`config.mk`:
```
export PLATFORM = sky130hd
export DESIGN_NAME = swdog_top
export DESIGN_NICKNAME = d
export VERILOG_FILES = /design/src/rtl/swdog_pkg.sv /design/src/rtl/swdog_keyseq.sv /design/src/rtl/swdog_cfg.sv /design/src/rtl/swdog_core.sv /design/src/rtl/swdog_top.sv
export SDC_FILE = /design/constraint.sdc
export NUM_CORES = 1
export LEC_CHECK = 0
export BUFFER_PORTS_ARGS = -buffer_cell sky130_fd_sc_hd__buf_2
export CAP_MARGIN = 20
export CORE_MARGIN = 10
export CORE_UTILIZATION = 54
export DETAILED_ROUTE_END_ITERATION = 10
export HOLD_SLACK_MARGIN = 0.06
export PLACE_DENSITY = 0.76
export SLEW_MARGIN = 20
export SYNTH_ARGS = -nofsm -noshare
export SYNTH_HDL_FRONTEND = slang
export SYNTH_HIERARCHICAL = 1
export SYNTH_SLANG_ARGS = --single-unit
```
`constraint.sdc`:
```
create_clock -name clk -period 2.4 [get_ports clk]
set_input_delay 0.12 -clock clk [delete_from_list [all_inputs] [get_ports clk]]
set_output_delay 0.12 -clock clk [all_outputs]
set_load 0.05 [all_outputs]
```
`src/rtl/swdog_pkg.sv`:
```
package swdog_pkg;

    localparam int ADDR_W = 3;

    localparam logic [ADDR_W-1:0] ADR_CTRL    = 3'd0;
    localparam logic [ADDR_W-1:0] ADR_TIMEOUT = 3'd1;
    localparam logic [ADDR_W-1:0] ADR_WINDOW  = 3'd2;
    localparam logic [ADDR_W-1:0] ADR_SERVICE = 3'd3;
    localparam logic [ADDR_W-1:0] ADR_COUNT   = 3'd4;
    localparam logic [ADDR_W-1:0] ADR_STATUS  = 3'd5;

    localparam logic [15:0] KEY_SVC_A = 16'hA602;
    localparam logic [15:0] KEY_SVC_B = 16'hB480;
    localparam logic [15:0] KEY_UNL_A = 16'hC520;
    localparam logic [15:0] KEY_UNL_B = 16'hD928;

    // Bit layout matches the CTRL register, LSB = enable.
    typedef struct packed {
        logic hard_lock;
        logic soft_lock;
        logic win_en;
        logic irq_mode;
        logic clk_sel;
        logic enable;
    } ctrl_t;

    localparam int CTRL_W = $bits(ctrl_t);

    typedef enum logic [1:0] {
        SEQ_IDLE,
        SEQ_SVC1,
        SEQ_UNL1
    } seq_e;

endpackage

```
`src/rtl/swdog_keyseq.sv`:
```
module swdog_keyseq
    import swdog_pkg::*;
(
    input  logic        clk,
    input  logic        rst_n,
    input  logic        svc_wr_i,
    input  logic [15:0] key_i,
    output logic        svc_ok_o,
    output logic        unlock_o,
    output logic        key_wr_o
);

    typedef struct packed {
        seq_e st;
    } seq_state_t;

    seq_state_t s_q, s_d;

    always_comb begin
        s_d      = s_q;
        svc_ok_o = 1'b0;
        unlock_o = 1'b0;
        key_wr_o = svc_wr_i && (key_i == KEY_SVC_A || key_i == KEY_SVC_B);
        if (svc_wr_i) begin
            if (key_i == KEY_SVC_A) begin
                s_d.st = SEQ_SVC1;
            end else if (key_i == KEY_UNL_A) begin
                s_d.st = SEQ_UNL1;
            end else if (key_i == KEY_SVC_B && s_q.st == SEQ_SVC1) begin
                s_d.st   = SEQ_IDLE;
                svc_ok_o = 1'b1;
            end else if (key_i == KEY_UNL_B && s_q.st == SEQ_UNL1) begin
                s_d.st   = SEQ_IDLE;
                unlock_o = 1'b1;
            end else begin
                s_d.st = SEQ_IDLE;
            end
        end
    end

    always_ff @(posedge clk or negedge rst_n) begin
        if (!rst_n) s_q <= '{st: SEQ_IDLE};
        else        s_q <= s_d;
    end

    AST_SEQ_RESTART: assert property (@(posedge clk) disable iff (!rst_n)
        (svc_wr_i && key_i != KEY_SVC_A && key_i != KEY_SVC_B &&
         key_i != KEY_UNL_A && key_i != KEY_UNL_B) |=> (s_q.st == SEQ_IDLE));

endmodule

```
`src/rtl/swdog_cfg.sv`:
```
module swdog_cfg
    import swdog_pkg::*;
#(
    parameter int          DATA_W      = 32,
    parameter int          CNT_W       = 32,
    parameter logic [31:0] DEF_TIMEOUT = 32'h000F_FFFF
) (
    input  logic              clk,
    input  logic              rst_n,
    input  logic              wr_en_i,
    input  logic [ADDR_W-1:0] addr_i,
    input  logic [DATA_W-1:0] wdata_i,
    input  logic              unlock_i,
    output ctrl_t             ctrl_o,
    output logic [CNT_W-1:0]  timeout_o,
    output logic [CNT_W-1:0]  window_o,
    output logic              acc_err_o
);

    localparam logic [CNT_W-1:0] TIMEOUT_RST = CNT_W'(DEF_TIMEOUT);

    typedef struct packed {
        ctrl_t            ctrl;
        logic [CNT_W-1:0] timeout;
        logic [CNT_W-1:0] window;
        logic             err;
    } cfg_state_t;

    cfg_state_t s_q, s_d;
    logic       locked;
    logic       cfg_wr;
    ctrl_t      wr_ctrl;

    assign locked  = s_q.ctrl.soft_lock | s_q.ctrl.hard_lock;
    assign cfg_wr  = wr_en_i && (addr_i == ADR_CTRL || addr_i == ADR_TIMEOUT ||
                                 addr_i == ADR_WINDOW);
    assign wr_ctrl = ctrl_t'(wdata_i[CTRL_W-1:0]);

    always_comb begin
        s_d = s_q;
        if (cfg_wr && locked) begin
            s_d.err = 1'b1;
        end else if (cfg_wr) begin
            unique case (addr_i)
                ADR_CTRL: begin
                    s_d.ctrl           = wr_ctrl;
                    s_d.ctrl.hard_lock = s_q.ctrl.hard_lock | wr_ctrl.hard_lock;
                end
                ADR_TIMEOUT: s_d.timeout = wdata_i[CNT_W-1:0];
                default:     s_d.window  = wdata_i[CNT_W-1:0];
            endcase
        end
        if (wr_en_i && addr_i == ADR_STATUS && wdata_i[1]) begin
            s_d.err = 1'b0;
        end
        if (unlock_i) begin
            s_d.ctrl.soft_lock = 1'b0;
        end
    end

    always_ff @(posedge clk or negedge rst_n) begin
        if (!rst_n) begin
            s_q.ctrl        <= '{enable: 1'b1, default: 1'b0};
            s_q.timeout     <= TIMEOUT_RST;
            s_q.window      <= '0;
            s_q.err         <= 1'b0;
        end else begin
            s_q <= s_d;
        end
    end

    assign ctrl_o    = s_q.ctrl;
    assign timeout_o = s_q.timeout;
    assign window_o  = s_q.window;
    assign acc_err_o = s_q.err;

    AST_HARD_STICKY: assert property (@(posedge clk) disable iff (!rst_n)
        s_q.ctrl.hard_lock |=> s_q.ctrl.hard_lock);

    AST_LOCK_IGNORES: assert property (@(posedge clk) disable iff (!rst_n)
        (cfg_wr && locked) |=> ($stable(s_q.ctrl) && $stable(s_q.timeout) &&
                               $stable(s_q.window) && s_q.err));

endmodule

```
`src/rtl/swdog_core.sv`:
```
module swdog_core
    import swdog_pkg::*;
#(
    parameter int          CNT_W       = 32,
    parameter logic [31:0] DEF_TIMEOUT = 32'h000F_FFFF
) (
    input  logic             clk,
    input  logic             rst_n,
    input  logic             tick_sys_i,
    input  logic             tick_xtal_i,
    input  ctrl_t            ctrl_i,
    input  logic [CNT_W-1:0] timeout_i,
    input  logic [CNT_W-1:0] window_i,
    input  logic             svc_ok_i,
    input  logic             key_wr_i,
    input  logic             clr_irq_i,
    output logic [CNT_W-1:0] cnt_o,
    output logic             irq_o,
    output logic             rst_req_o
);

    localparam logic [CNT_W-1:0] CNT_RST = CNT_W'(DEF_TIMEOUT);

    typedef struct packed {
        logic [CNT_W-1:0] cnt;
        logic             irq;
        logic             rst;
    } core_state_t;

    core_state_t s_q, s_d;
    logic        tick;
    logic        early;
    logic        fire;
    logic        reload;

    always_comb begin
        s_d    = s_q;
        fire   = 1'b0;
        reload = 1'b0;
        tick   = ctrl_i.enable & (ctrl_i.clk_sel ? tick_xtal_i : tick_sys_i);
        early  = ctrl_i.enable & ctrl_i.win_en & key_wr_i & (s_q.cnt >= window_i);

        if (clr_irq_i) s_d.irq = 1'b0;

        if (early) begin
            fire = 1'b1;
        end else if (svc_ok_i) begin
            reload = 1'b1;
        end else if (tick) begin
            if (s_q.cnt == '0) fire = 1'b1;
            else               s_d.cnt = s_q.cnt - 1'b1;
        end

        if (fire) begin
            reload = 1'b1;
            if (ctrl_i.irq_mode && !s_q.irq) s_d.irq = 1'b1;
            else                             s_d.rst = 1'b1;
        end
        if (reload) s_d.cnt = timeout_i;
    end

    always_ff @(posedge clk or negedge rst_n) begin
        if (!rst_n) begin
            s_q.cnt <= CNT_RST;
            s_q.irq <= 1'b0;
            s_q.rst <= 1'b0;
        end else begin
            s_q <= s_d;
        end
    end

    assign cnt_o     = s_q.cnt;
    assign irq_o     = s_q.irq;
    assign rst_req_o = s_q.rst;

    AST_RST_STICKY: assert property (@(posedge clk) disable iff (!rst_n)
        s_q.rst |=> s_q.rst);

    AST_HOLD_DISABLED: assert property (@(posedge clk) disable iff (!rst_n)
        (!ctrl_i.enable && !svc_ok_i) |=> $stable(s_q.cnt));

    AST_SVC_RELOAD: assert property (@(posedge clk) disable iff (!rst_n)
        svc_ok_i |=> (s_q.cnt == $past(timeout_i)));

    AST_IRQ_FIRST: assert property (@(posedge clk) disable iff (!rst_n)
        ($rose(s_q.rst) && $past(ctrl_i.irq_mode)) |-> $past(s_q.irq));

    AST_WIN_EARLY: assert property (@(posedge clk) disable iff (!rst_n)
        (ctrl_i.enable && ctrl_i.win_en && key_wr_i && s_q.cnt >= window_i &&
         !ctrl_i.irq_mode) |=> s_q.rst);

endmodule

```
`src/rtl/swdog_top.sv`:
```
module swdog_top
    import swdog_pkg::*;
#(
    parameter int          DATA_W      = 32,
    parameter int          CNT_W       = 32,
    parameter logic [31:0] DEF_TIMEOUT = 32'h000F_FFFF
) (
    input  logic              clk,
    input  logic              rst_n,
    input  logic              tick_sys_i,
    input  logic              tick_xtal_i,
    input  logic              wr_en_i,
    input  logic              rd_en_i,
    input  logic [ADDR_W-1:0] addr_i,
    input  logic [DATA_W-1:0] wdata_i,
    output logic [DATA_W-1:0] rdata_o,
    output logic              irq_o,
    output logic              rst_req_o
);

    ctrl_t             ctrl;
    logic [CNT_W-1:0]  timeout;
    logic [CNT_W-1:0]  window;
    logic [CNT_W-1:0]  cnt;
    logic              acc_err;
    logic              svc_ok;
    logic              unlock;
    logic              key_wr;
    logic              svc_wr;
    logic              clr_irq;
    logic [DATA_W-1:0] rd_d, rd_q;

    assign svc_wr  = wr_en_i && addr_i == ADR_SERVICE;
    assign clr_irq = wr_en_i && addr_i == ADR_STATUS && wdata_i[0];

    swdog_keyseq u_keyseq (
        .clk      (clk),
        .rst_n    (rst_n),
        .svc_wr_i (svc_wr),
        .key_i    (wdata_i[15:0]),
        .svc_ok_o (svc_ok),
        .unlock_o (unlock),
        .key_wr_o (key_wr)
    );

    swdog_cfg #(
        .DATA_W      (DATA_W),
        .CNT_W       (CNT_W),
        .DEF_TIMEOUT (DEF_TIMEOUT)
    ) u_cfg (
        .clk       (clk),
        .rst_n     (rst_n),
        .wr_en_i   (wr_en_i),
        .addr_i    (addr_i),
        .wdata_i   (wdata_i),
        .unlock_i  (unlock),
        .ctrl_o    (ctrl),
        .timeout_o (timeout),
        .window_o  (window),
        .acc_err_o (acc_err)
    );

    swdog_core #(
        .CNT_W       (CNT_W),
        .DEF_TIMEOUT (DEF_TIMEOUT)
    ) u_core (
        .clk         (clk),
        .rst_n       (rst_n),
        .tick_sys_i  (tick_sys_i),
        .tick_xtal_i (tick_xtal_i),
        .ctrl_i      (ctrl),
        .timeout_i   (timeout),
        .window_i    (window),
        .svc_ok_i    (svc_ok),
        .key_wr_i    (key_wr),
        .clr_irq_i   (clr_irq),
        .cnt_o       (cnt),
        .irq_o       (irq_o),
        .rst_req_o   (rst_req_o)
    );

    always_comb begin
        rd_d = rd_q;
        if (rd_en_i) begin
            case (addr_i)
                ADR_CTRL:    rd_d = DATA_W'(ctrl);
                ADR_TIMEOUT: rd_d = DATA_W'(timeout);
                ADR_WINDOW:  rd_d = DATA_W'(window);
                ADR_COUNT:   rd_d = DATA_W'(cnt);
                ADR_STATUS:  rd_d = DATA_W'({acc_err, irq_o});
                default:     rd_d = '0;
            endcase
        end
    end

    always_ff @(posedge clk or negedge rst_n) begin
        if (!rst_n) rd_q <= '0;
        else        rd_q <= rd_d;
    end

    assign rdata_o = rd_q;

    AST_RD_HOLD: assert property (@(posedge clk) disable iff (!rst_n)
        !rd_en_i |=> $stable(rdata_o));

endmodule

```
---- After elaboration in Yosys (flattened, before gate mapping) ----
Cells that the tools add are included.
storage, ports and cells
  bits in registers ....................... 139
operators by class
  $add $sub $neg .......................... 1
  equality and inequality tests ........... 15
  multiplexer cells ....................... 37
  $lt $le $gt $ge ......................... 1
  reductions and logical operators ........ 27
  bitwise gates (word level) .............. 9
operators with widths
  cell                   number
  $mux 32                7
  $pmux 32 s5            1
  $mux 69                2
  $eq 16x16->1 const B   4
  $ge 32x32->1           1
  $logic_not 32->1       1
  $sub 32x1->32 const B  1
  $mux 1                 23
  $reduce_and 3->1       4
  $logic_and 1x1->1      10
  $reduce_bool 2->1      4
  $eq 3x2->1 const B     2
  $eq 3x3->1 const B     2
  $mux 2                 3
  $ne 2x1->1 const B     3
  $mux 5                 1
  $and 1x1->1            4
  $reduce_and 4->1       1
  $eq 3x1->1 const B     1
  $logic_not 3->1        1
  $logic_or 1x1->1       3
  $not 1->1              3
  $eq 2x1->1 const B     1
  $eq 2x2->1 const B     1
  other kinds (5)        6

---- Longest topological paths before layout ----
  depth in word-level cells ............... 11
  mapped depth ............................ 11

---- Modules after synthesis ----
The synthesis kept the hierarchy.
by module, submodules not included
  module        area an instance (sq um)  times used  cells each
  swdog_core    3066.7                    1           383
  swdog_cfg     2909.0                    1           161
  swdog_top     1889.3                    1           201
  swdog_keyseq  242.7                     1           25

---- Least setup slack after synthesis ----
Ideal clock, no wire load.
  path type ............................... reg2reg
  from .................................... register, netlist name u_core/cnt_o[0]
  to ...................................... register, netlist name u_core/cnt_o[22]
  data arrival time ....................... 2.500 ns
  library setup time ...................... 0.065 ns
  buffers on the path ..................... 2
  period minus slack after synthesis ...... 2.566 ns
  data required time ...................... 2.335 ns
  stages on the path, launching flop included .. 12
  slack ................................... -0.166 ns
  cells stage by stage .................... dfstp_2 -> inv_1 -> ha_1 -> nor2b_1 -> o21ai_0 -> a41oi_1 -> or3_1 -> a21oi_1 -> or2_2 -> clkbuf_1 -> clkbuf_1 -> o22a_1
on the way
  word-level cells in the longest chain between the ends .. 8
ends and longest elaborated chain
  item
  branches (longest 8 deep; another with $ge 32x32->1)
Several ways; the timed one is not identified. The select of a mux whose other input is x is not followed.
A chain may end at the register's enable or synchronous reset.

---- Worst setup path after layout ----
  from .................................... register, netlist name u_core/cnt_o[5]
  to ...................................... register, netlist name u_core/cnt_o[21]
on the way
  word-level cells in the longest chain between the ends .. 8
ends and longest elaborated chain
  item
  branches (longest 8 deep; another with $ge 32x32->1)
Several ways; the timed one is not identified. The select of a mux whose other input is x is not followed.

==> run summary <==
The hold violation count in the final report is 0, and the number of buffers and inverters on the critical path is 4. The max-capacitance violation count came out at 0. The number of antenna diodes in the final layout is 0. The tools report the sum of net half-perimeters after detailed placement as 18100 um. Die boundary width: 143 um. The path with the worst hold slack has its endpoint at u_cfg/window_o[7].

The detail route stage leaves a number of antenna-violating nets equal to 0. Including well taps, the total number of placed cells is 1146. When the netlist entered floorplanning its net count stood at 845.

The core region area came out at 14600 um^2. The tools report the fraction of the yosys area taken by sequential cells as 43.5%. The number of warnings printed during yosys synthesis is 6.

The synthesized-area fraction occupied by ao, oa, aoi and oai cells is 19.3%, and the number of non-filler instances in the completed layout is 1218. By area, the combinational part of the netlist is dominated by compound AO/OA/AOI/OAI gates. In this run the most critical hold path is launched from wdata_i[7].

The final-layout setup total negative slack came out at -2760 ps. For this run, the top clock speed supported by timing is 388 MHz. The final reports fail on negative setup slack. The number of filler instances in the final layout was 938.

The H-tree was split into 4 levels. The portion of synthesized area spent on multiplexers is 12.5%. The die covers 20300 um^2.

The tools report the number of global-route vias before repair as 7955. The worst hold path belongs to the class in2reg. The post-route worst setup slack was -175 ps. The count of flip-flops with a built-in enable after synthesis was 0. The parity-gate share of the synthesized area counting xor and xnor cells works out to 0%. Async set-or-reset flop fraction in the synthesized netlist: 100%. For the worst flop-to-flop path, the logic depth is 10. Setup repair after global routing could not meet its margin everywhere.

The slew at the pin closest to its max-slew limit is 711 ps, and the first-pass GRT wire length is 41100 um. The tools report the kind of end point of the critical path as a register. For the post-placement setup slack, the log shows -431 ps.

Clock tree synthesis found a total of 139 sinks. Count of mapped cells out of synthesis: 770. Most repeated library cell on the critical path: sky130_fd_sc_hd__buf_6. For the final weighted congestion in routability-driven placement, the log shows 0.991. Leaving out fill and tap cells, the most frequent cells in the layout are 160 x sky130_fd_sc_hd__buf_4, 97 x sky130_fd_sc_hd__dfrtp_1, 73 x sky130_fd_sc_hd__buf_2.

The via density per instance is 6.36. The signal on the critical path passes through buf_6 -> or4_4 -> buf_6 -> nor4_4 -> and4_4 -> buf_6 -> buf_6 -> o21ai_1 -> a32oi_1 -> mux2_4. Counting distinct cell types in the post-synthesis netlist gives 69.

For this run the aggregate overflow at the end of global routing stands at 0. TritonCTS built the clock tree. For this design the static power due to leakage is 0.00508 uW.

The run gives 0 as the number of pins exceeding their max-slew limit in the final report. Clock root buffer master: sky130_fd_sc_hd__clkbuf_16. The run gives 11.5 ps as the worst setup skew after layout. In the detailed route, the total length drawn on met3 is 1830 um. The deepest clock path buffer count is 2, and the final count of negative-setup-slack endpoints is 33. From synthesis to final layout, the design area changed by 38.9%. The cell family contributing the most delay on the critical path is simple AND/OR/NAND/NOR gates. The tools report the number of clock buffers inserted by TritonCTS as 17. The fraction of the cycle the final worst path needs was 107%; the starting density of the core was 55.4%.

The run gives 65 as the pin count of the biggest net entering global routing. The leading cell type in the layout, fill and taps excluded is sky130_fd_sc_hd__buf_4. After synthesis, the mean cell area works out to 10.5 um^2.

Along the worst hold path, the cell count comes to 3. For the clock latency at the later pin of the worst-skew pair, the log shows 430 ps. The flip-flop cell with the highest count after synthesis is sky130_fd_sc_hd__dfrtp_1.

The worst register-to-register path begins at u_core/cnt_o[5]. The first detailed-routing pass took 6 iterations. The net count of the finished layout is 1097. For this design the ratio of total power to cell area is 993 nW/um^2. The area of the mapped netlist came out at 8110 um^2.

The critical path start-end classification is reg2reg. Summed over its instances, the top area cell type makes up 30.2% of the synthesized netlist area. In this run, synthesis produced a sequential element count of 139.

The floorplan has 44 rows. The worst setup path is launched from a register. The logs give 26900 um for the wire length after detailed routing and 75 for the number of top-level design ports. Subtracting the final worst setup slack from the clock period gives 2570 ps. The run gives 0.587 mV as the highest ir drop seen on vdd. In this run the top signal layer used is met4. Across every metal layer, demand over resource in global routing totals 25.4%. Of the total synthesized cell area, the portion taken by AND, OR, NAND and NOR gates is 12.7%. From bottom edge to top edge, the die measures 143 um.

The biggest cell delay along the critical path works out to 510 ps. The fraction of final layout cells sized beyond drive strength 1 was 49.2%; the average detailed-routed wire length per instance was 22.1 um. Port buffering added 74 buffers. The number of design-rule violations left by the first detailed-router iteration came out at 783. For the detailed-routing wirelength on met1, the log shows 10400 um. The flow ran to the end, but the final reports show violations. Detailed routing inserted a total of 7749 vias. The amount of wire on met2 after detailed routing came out at 13400 um.

The endpoint of the most critical register-to-register path was u_core/cnt_o[21]. Clock-pin slew was measured on the worst setup and hold paths at 60 ps. The slowest stage of the critical path is the sky130_fd_sc_hd__or4_4 cell.

Sorting the synthesized cells by area gives the leading types as sky130_fd_sc_hd__dfrtp_1 30%, sky130_fd_sc_hd__dfstp_2 13%, sky130_fd_sc_hd__mux2_4 5.9%, sky130_fd_sc_hd__mux2_2 5.4%, sky130_fd_sc_hd__ha_1 5.2%. The DRC violation count after routing was 0; the number of antenna violations at the first check in global routing was 0. The biggest area consumer among synthesized cells was sky130_fd_sc_hd__dfrtp_1. In this run the worst path has a maximum fanout of 4.

Data on the critical path is required at its endpoint by 2760 ps. The run gives 2940 ps as the critical path data arrival time. In this run the tightest slew margin relative to its limit is 52.2%.

Reg2reg setup slack: -170 ps. The fraction of the mapped netlist area in adder cells was 5.25%.
-- where the power goes --
group / leakage [uW] / internal [uW] / switching, uW
registers: 0.00168 / 3140 / 588
clock network: 0.000282 / 1570 / 1030
logic: 0.00312 / 2380 / 2470
total: 0.00508 / 7100 / 4080
-- flip-flops by register name (all words and copies together), names as in the netlist --
register and cells:
u_core/cnt_o 32, u_core/rst_req_o 1, u_keyseq/s_q 2, u_cfg/ctrl_o 6
rdata_o 32, u_core/irq_o 1, u_cfg/timeout_o 32, u_cfg/acc_err_o 1
u_cfg/window_o 32
-- cell type report --
cell class	count	area [um^2]	area share (%)
tap	184	230	2.04
clock inverter	11	121	1.08
inverter	67	254	2.26
clock buffer	20	457	4.06
sequential	139	3530	31.4
multi-input combinational	521	4600	40.9
timing repair buffer	276	2060	18.3
-- worst max-delay path by stage --
stage,startpoint,end,slack (ps),depth (start not counted)
after floorplan,u_core/cnt_o[0],u_core/cnt_o[28],-60,9
after global placement,u_cfg/window_o[21],u_core/cnt_o[2],-400,10
after detailed placement,u_cfg/window_o[21],u_core/cnt_o[2],-430,10
after CTS,u_core/cnt_o[15],u_core/cnt_o[21],-50,7
after global routing,u_core/cnt_o[5],u_core/cnt_o[30],-210,11
final,u_core/cnt_o[5],u_core/cnt_o[21],-170,10
-- cells by family after synthesis --
kind of cell,after synthesis
and+or+nand+nor,170
DFF,139
muxes,80
buffers and inverters,110
adders and majority gates,34
AOI/OAI and AO/OA,237
-- per-stage QoR --
| step | cell area (um^2) | util (%) | total power (uW) | hold slack, ps |
|---|---|---|---|---|
| 4_1_cts | 10700 | 73.2 | 10500 | 66.5 |
| 3_3_place_gp | 9690 | 66.2 | 7420 | 147 |
| 3_5_place_dp | 9690 | 66.2 | 7610 | 151 |
| 6_report | 11300 | 76.9 | 11200 | 81.4 |
| 5_1_grt | 11300 | 76.9 | 11700 | 75.5 |
| 2_1_floorplan | 8140 | - | 5880 | -176 |
-- synth_stat cells (21+ instances only) --
library cell              number
sky130_fd_sc_hd__nor2_1       35
sky130_fd_sc_hd__dfrtp_1      98
sky130_fd_sc_hd__o21ai_0      54
sky130_fd_sc_hd__mux2_4       32
sky130_fd_sc_hd__nor3_1       22
sky130_fd_sc_hd__nand2_1      21
sky130_fd_sc_hd__dfstp_2      41
sky130_fd_sc_hd__o21ai_1      21
sky130_fd_sc_hd__mux2_2       39
sky130_fd_sc_hd__a22oi_1      27
sky130_fd_sc_hd__a22o_1       25
sky130_fd_sc_hd__ha_1         34
sky130_fd_sc_hd__inv_1        67
sky130_fd_sc_hd__a21oi_1      42
-- layer usage --
metal	vias up	GRT usage (%)
li1	3380	-
met1	3816	29.6
met2	425	43.4
met3	128	5.47
met4	0	12.4
met5	-	0
-- what timing repair did --
item | 4_1_cts | 5_1_grt
cloned | 1 | 1
hold buffers | 21 | 0
setup buffers | 7 | 14
hold endpoints to repair | 84 | 0
pin swaps | 19 | 31
endpoints found under the setup margin | 34 | 34
resized for setup | 43 | 113
-- worst reg2reg max path, delay by kind of cell, from the launching register on --
kind	cells	cell delay [ps]
mux	1	180
compound gates	2	290
flops	1	370
simple gates	3	1170
buf+inv	4	500
No activity file was read; power rests on OpenSTA's default activity.
